<file path="src/rtl/spim_pkg.sv">
package spim_pkg;
  localparam int unsigned BYTE_W = 8;
  localparam int unsigned LOC_W  = 5;

  typedef enum logic [2:0] {
    ST_IDLE,
    ST_CMD,
    ST_GAP1,
    ST_DATA,
    ST_GAP2
  } seq_state_t;

  // direction flag on top, zero padding, location in the low bits
  function automatic logic [BYTE_W-1:0] cmd_byte(input logic wr, input logic [LOC_W-1:0] loc);
    return {wr, {(BYTE_W-LOC_W-1){1'b0}}, loc};
  endfunction
endpackage

</file>
<file path="src/rtl/spim_halfdiv.sv">
module spim_halfdiv #(
  parameter int unsigned HALF = 4
) (
  input  logic clk,
  input  logic rst,
  input  logic clr,
  input  logic en,
  output logic tick
);
  localparam int unsigned CW = (HALF > 1) ? $clog2(HALF) : 1;

  logic [CW-1:0] cnt;

  assign tick = en && (cnt == CW'(HALF - 1));

  always_ff @(posedge clk) begin
    if (rst || clr) begin
      cnt <= '0;
    end else if (en) begin
      cnt <= tick ? '0 : cnt + 1'b1;
    end
  end
endmodule

</file>
<file path="src/rtl/spim_frame.sv">
module spim_frame #(
  parameter int unsigned HALF = 4,
  parameter int unsigned W    = 8
) (
  input  logic         clk,
  input  logic         rst,
  input  logic         go,
  input  logic [W-1:0] tx,
  input  logic         miso,
  output logic         sclk,
  output logic         cs_n,
  output logic         mosi,
  output logic [W-1:0] rx,
  output logic         rise_evt,
  output logic         fall_evt,
  output logic         done
);
  localparam int unsigned PH_LAST = 2 * W;
  localparam int unsigned PW      = $clog2(PH_LAST + 1);

  logic          active;
  logic [PW-1:0] ph;
  logic          sclk_q;
  logic [W-1:0]  tx_sh;
  logic [W-1:0]  rx_sh;
  logic          done_q;
  logic          tick;
  logic          end_evt;

  spim_halfdiv #(.HALF(HALF)) u_div (
    .clk  (clk),
    .rst  (rst),
    .clr  (go && !active),
    .en   (active),
    .tick (tick)
  );

  // even phases are SCLK-low halves, odd ones high halves, last is the tail
  assign end_evt  = tick && (ph == PW'(PH_LAST));
  assign rise_evt = tick && !ph[0] && !end_evt;
  assign fall_evt = tick && ph[0];

  always_ff @(posedge clk) begin
    if (rst) begin
      active <= 1'b0;
      ph     <= '0;
      sclk_q <= 1'b0;
      tx_sh  <= '0;
      rx_sh  <= '0;
      done_q <= 1'b0;
    end else begin
      done_q <= end_evt;
      if (go && !active) begin
        active <= 1'b1;
        ph     <= '0;
        sclk_q <= 1'b0;
        tx_sh  <= tx;
      end else if (tick) begin
        if (end_evt) active <= 1'b0;
        else         ph     <= ph + 1'b1;
        if (rise_evt) begin
          sclk_q <= 1'b1;
          rx_sh  <= {rx_sh[W-2:0], miso};
        end
        if (fall_evt) begin
          sclk_q <= 1'b0;
          tx_sh  <= {tx_sh[W-2:0], 1'b0};
        end
      end
    end
  end

  assign sclk = sclk_q;
  assign cs_n = !active;
  assign mosi = active && tx_sh[W-1];
  assign rx   = rx_sh;
  assign done = done_q;
endmodule

</file>
<file path="src/rtl/spi_split_mem_master.sv">
module spi_split_mem_master
  import spim_pkg::*;
#(
  parameter int unsigned HALF_DIV = 4,
  parameter int unsigned GAP_CYC  = 2
) (
  input  logic              clk,
  input  logic              rst,
  input  logic              start,
  input  logic              wr_en,
  input  logic [LOC_W-1:0]  addr,
  input  logic [BYTE_W-1:0] wdata,
  output logic [BYTE_W-1:0] rd_data,
  output logic              busy,
  output logic              done,
  output logic              spi_sclk,
  output logic              spi_cs_n,
  output logic              spi_mosi,
  input  logic              spi_miso
);
  localparam int unsigned GW = (GAP_CYC > 1) ? $clog2(GAP_CYC) : 1;

  seq_state_t        st;
  logic [GW-1:0]     gap_cnt;
  logic              go_q;
  logic [BYTE_W-1:0] tx_q;
  logic              wr_q;
  logic [BYTE_W-1:0] wd_q;
  logic [BYTE_W-1:0] rdata_q;
  logic              done_q;

  // named internal events, used by the bound checker
  wire               frame_done;
  wire               sclk_rise;
  wire               sclk_fall;
  wire [BYTE_W-1:0]  frame_rx;
  wire               gap_end = (gap_cnt == GW'(GAP_CYC - 1));

  spim_frame #(.HALF(HALF_DIV), .W(BYTE_W)) u_frame (
    .clk      (clk),
    .rst      (rst),
    .go       (go_q),
    .tx       (tx_q),
    .miso     (spi_miso),
    .sclk     (spi_sclk),
    .cs_n     (spi_cs_n),
    .mosi     (spi_mosi),
    .rx       (frame_rx),
    .rise_evt (sclk_rise),
    .fall_evt (sclk_fall),
    .done     (frame_done)
  );

  always_ff @(posedge clk) begin
    if (rst) begin
      st      <= ST_IDLE;
      gap_cnt <= '0;
      go_q    <= 1'b0;
      tx_q    <= '0;
      wr_q    <= 1'b0;
      wd_q    <= '0;
      rdata_q <= '0;
      done_q  <= 1'b0;
    end else begin
      go_q   <= 1'b0;
      done_q <= 1'b0;
      case (st)
        ST_IDLE: if (start) begin
          wr_q <= wr_en;
          wd_q <= wdata;
          tx_q <= cmd_byte(wr_en, addr);
          go_q <= 1'b1;
          st   <= ST_CMD;
        end
        ST_CMD: if (frame_done) begin
          gap_cnt <= '0;
          st      <= ST_GAP1;
        end
        ST_GAP1: if (gap_end) begin
          tx_q <= wr_q ? wd_q : '0;
          go_q <= 1'b1;
          st   <= ST_DATA;
        end else begin
          gap_cnt <= gap_cnt + 1'b1;
        end
        ST_DATA: if (frame_done) begin
          if (!wr_q) rdata_q <= frame_rx;
          gap_cnt <= '0;
          st      <= ST_GAP2;
        end
        ST_GAP2: if (gap_end) begin
          done_q <= 1'b1;
          st     <= ST_IDLE;
        end else begin
          gap_cnt <= gap_cnt + 1'b1;
        end
        default: st <= ST_IDLE;
      endcase
    end
  end

  assign busy    = (st != ST_IDLE);
  assign done    = done_q;
  assign rd_data = rdata_q;
endmodule

</file>
<file path="config.mk">
export PLATFORM = sky130hd
export DESIGN_NAME = spi_split_mem_master
export DESIGN_NICKNAME = d
export VERILOG_FILES = /design/src/rtl/spim_pkg.sv /design/src/rtl/spim_halfdiv.sv /design/src/rtl/spim_frame.sv /design/src/rtl/spi_split_mem_master.sv
export SDC_FILE = /design/constraint.sdc
export NUM_CORES = 1
export LEC_CHECK = 0
export BUFFER_PORTS_ARGS = -buffer_cell sky130_fd_sc_hd__buf_2
export CORE_AREA = 4 4 80 82
export DETAILED_ROUTE_END_ITERATION = 10
export DIE_AREA = 0 0 84 86
export PLACE_DENSITY = 0.75
export SYNTH_ARGS = -nofsm -noshare
export SYNTH_HDL_FRONTEND = slang
export SYNTH_SLANG_ARGS = --single-unit
</file>
<file path="constraint.sdc">
create_clock -name clk -period 1.5 [get_ports clk]
set_input_delay 0.15 -clock clk [delete_from_list [all_inputs] [get_ports clk]]
set_output_delay 0.15 -clock clk [all_outputs]
set_load 0.02 [all_outputs]
</file>
==> impl_metrics.py <==
metrics = {
    "detailed_routing": {
        "vias": 2016,
        "viasPerCell": 5.14,
        "drt_iter0_drc": 114,
        "ant_nets": 0,
        "routedWlPerCell_um": 12.7,
        "drc": 0,
        "wirelength_um": 4970,
        "firstDrtPassIters": 4,
    },
    "critical_path": {
        "path_max_fanout": 7,
        "crit_arrival_ns": 1.34,
        "critPathRequiredTime_ns": 1.35,
        "crit_family": "simple AND/OR/NAND/NOR gates",
        "worst-setup-path-type": "reg -> out",
        "path_buf_inv": 2,
        "path_cells": "buf_4, or3_4, buf_6",
        "max_stage_delay_ns": 0.37,
        "end_kind": "primary output",
        "slowest_stage": "or3_4",
        "startpoint_type": "flop",
    },
    "clock_tree": {
        "insertion_delay_ns": 0.33,
        "root_buffer": "clkbuf_8",
        "cts_buffers": 9,
        "clockBufferDepth": 2,
        "cts_tree": "yes",
        "clk_pin_slew_ns": 0.07,
        "htreeDepth": 3,
        "clock_sinks": 57,
    },
    "place": {
        "pre_cts_ws_ns": 0.0358,
        "dp_cells": 370,
        "dpl.hpwl_um": 3420,
        "place_area_um2": 2690,
        "port-buffer-count": 30,
        "gp_congestion": 0.770,
    },
    "global_routing": {
        "antenna_found_initial": 0,
        "grt_pass1_wl_um": 8490,
        "overflow": 0,
        "met3_usage": 0.0451,
        "grtUsageMet2": 0.235,
        "grt_pass1_vias": 1899,
        "gr-usage-all-layers": 0.145,
        "met1_usage": 0.174,
        "top_usage_layer": "met2",
        "grt_max_degree": 26,
    },
    "sta": {
        "min_period_ns": 1.49,
        "rsz0062_at_grt": "yes",
        "finalCritPeriodShare": 0.993,
        "drv_slew": 0,
        "hold_violations": 0,
        "setup_viol": 0,
        "tightest_slew_ns": 0.595,
        "fmax_mhz": 672,
        "setup_slack_ns": 0.0111,
        "relSlewSlack": 0.602,
        "fin_worst_skew_ns": 0.00787,
        "whs_ns": 0.0439,
    },
    "layout": {
        "multi_input_area_um2": 1160,
        "fillers": 548,
        "regArea_um2": 1160,
        "mostFrequentLayoutCells": "52 x dfxtp_1, 42 x nand2_1, 29 x buf_2",
        "antennaDiodeCount": 0,
        "instances_no_fill": 392,
        "final_common_cell": "dfxtp_1",
        "syn2layout_area_growth_pct": 25.2,
        "postLayoutCellArea_um2": 3000,
        "nets": 333,
        "final_layout_size_suffix_gt1_frac": 0.281,
    },
    "yosys": {
        "yosysTopAreaCell": "dfxtp_1",
        "synthMuxAreaShare": 0.0813,
        "ys.flop_type": "dfxtp_1",
        "synth-compound-area-share": 0.119,
        "yosysSeqAreaShare": 0.475,
        "synth-xor-area-share": 0.00365,
        "synth_cell_type_count": 51,
        "synth_top_area_share": 0.475,
        "yosys_warnings": 0,
        "synth_cells": 265,
        "synthSimpleGateAreaFrac": 0.261,
        "post_synth.cell_area_avg_um2": 9.06,
        "yosys-top-cells-area": "dfxtp_1 48%, mux2i_1 7.5%, nand2_1 6.6%",
        "synth_area_um2": 2400,
        "synthArstFlopShare": 0,
        "ys_seq_elements": 57,
        "synth_nets": 286,
        "synth_fa_ha_area_frac": 0.0156,
        "synth_top_family_by_area": "simple AND/OR/NAND/NOR gates",
        "synth-edff-count": 0,
    },
    "pwr": {
        "powerDensity_nw_per_um2": 1110,
        "total_power_mw": 3.34,
        "irDropWorstVdd_v": 0.000743,
        "p_leak_nw": 1.18,
    },
    "min_path": {
        "holdCritPathClass": "in -> reg",
    },
    "status": {
        "status": "complete, no violations",
    },
    "floorplan": {
        "start_util": 0.418,
        "die_w_um": 84,
        "fp.dieArea_um2": 7220,
        "die_y_um": 86,
        "core_area_um2": 5750,
        "row_count": 28,
        "ios": 31,
    },
    "run": {
        "maxCapViolations": 0,
    },
}
final timing paths:
path,startpoint,end,slack [ns],cells after the start
max,st[1],busy,0.01,3
max reg2reg,st[1],wd_q[4],0.01,4
min,rst,u_frame.active,0.04,2
min reg2reg,wd_q[3],wd_q[3],0.46,2
area by class of cell:
type / count / area share
sequential: 57 / 0.385
tap: 75 / 0.0312
timing repair buffer: 52 / 0.121
clock inverter: 6 / 0.0275
multi-input combinational: 188 / 0.388
clock buffer: 10 / 0.0425
inverter: 4 / 0.00500
cells in the mapped netlist, types with 2 or more instances:
cell type and instances:
a221oi_1 5, and2_1 3, nand2_1 42, nand4_1 2, o21ai_0 10, or3_1 3, mux2i_1 18, dfxtp_1 57
clkbuf_1 7, nand4b_1 2, nor3_1 21, ha_1 3, a21oi_1 26, nor2_1 15, inv_1 4, nor4_1 2
buf_2 5, nand3_1 4, or3b_2 4
cell families (layout without fill, tap and decap cells):
family,Yosys count,in the layout
flops,57,57
simple gates,116,116
buf+inv,20,72
fa+ha+maj,3,3
mux,19,19
xor+xnor,1,1
compound gates,49,49
worst reg2reg max path: stages, from the launching register on:
cell,delay [ns]
dfxtp_4,0.34
buf_4,0.15
or4b_1,0.67
nand2_1,0.13
a21oi_1,0.07
through the flow:
stage	TNS (ns)	util
after detailed placement	0	0.468
after global routing	-0.473	0.523
after global placement	0	0.468
after floorplan	0	-
after CTS	-0.00267	0.517
final	0	0.523
state kept, by name, summed over array words and instances, names as in the netlist:
register / cells
done: 1
gap_cnt: 1
go_q: 1
rd_data: 8
st: 3
tx_q: 8
u_frame.active: 1
u_frame.done: 1
u_frame.ph: 5
u_frame.rx: 8
u_frame.sclk: 1
u_frame.tx_sh: 8
u_frame.u_div.cnt: 2
wd_q: 8
wr_q: 1
power by group:
part | internal (mW) | switching [mW]
registers | 1.56 | 0.0276
logic | 0.101 | 0.124
clock network | 0.926 | 0.607
what timing repair did:
item,CTS,global route
hold buffers,0,0
endpoints found under the setup margin,1,26
gates resized for setup,10,5
buffers inserted,4,2
gates cloned,0,0
pin swaps,1,3
per-layer routing:
layer | routed length (um) | part of all wire | vias to the layer above
li1 | - | - | 1033
met2 | 2360 | 0.48 | 48
met4 | 110 | 0.022 | 0
met3 | 222 | 0.045 | 11
met5 | 0 | 0 | -
met1 | 2270 | 0.46 | 924
(Power assumes the default switching activity.)
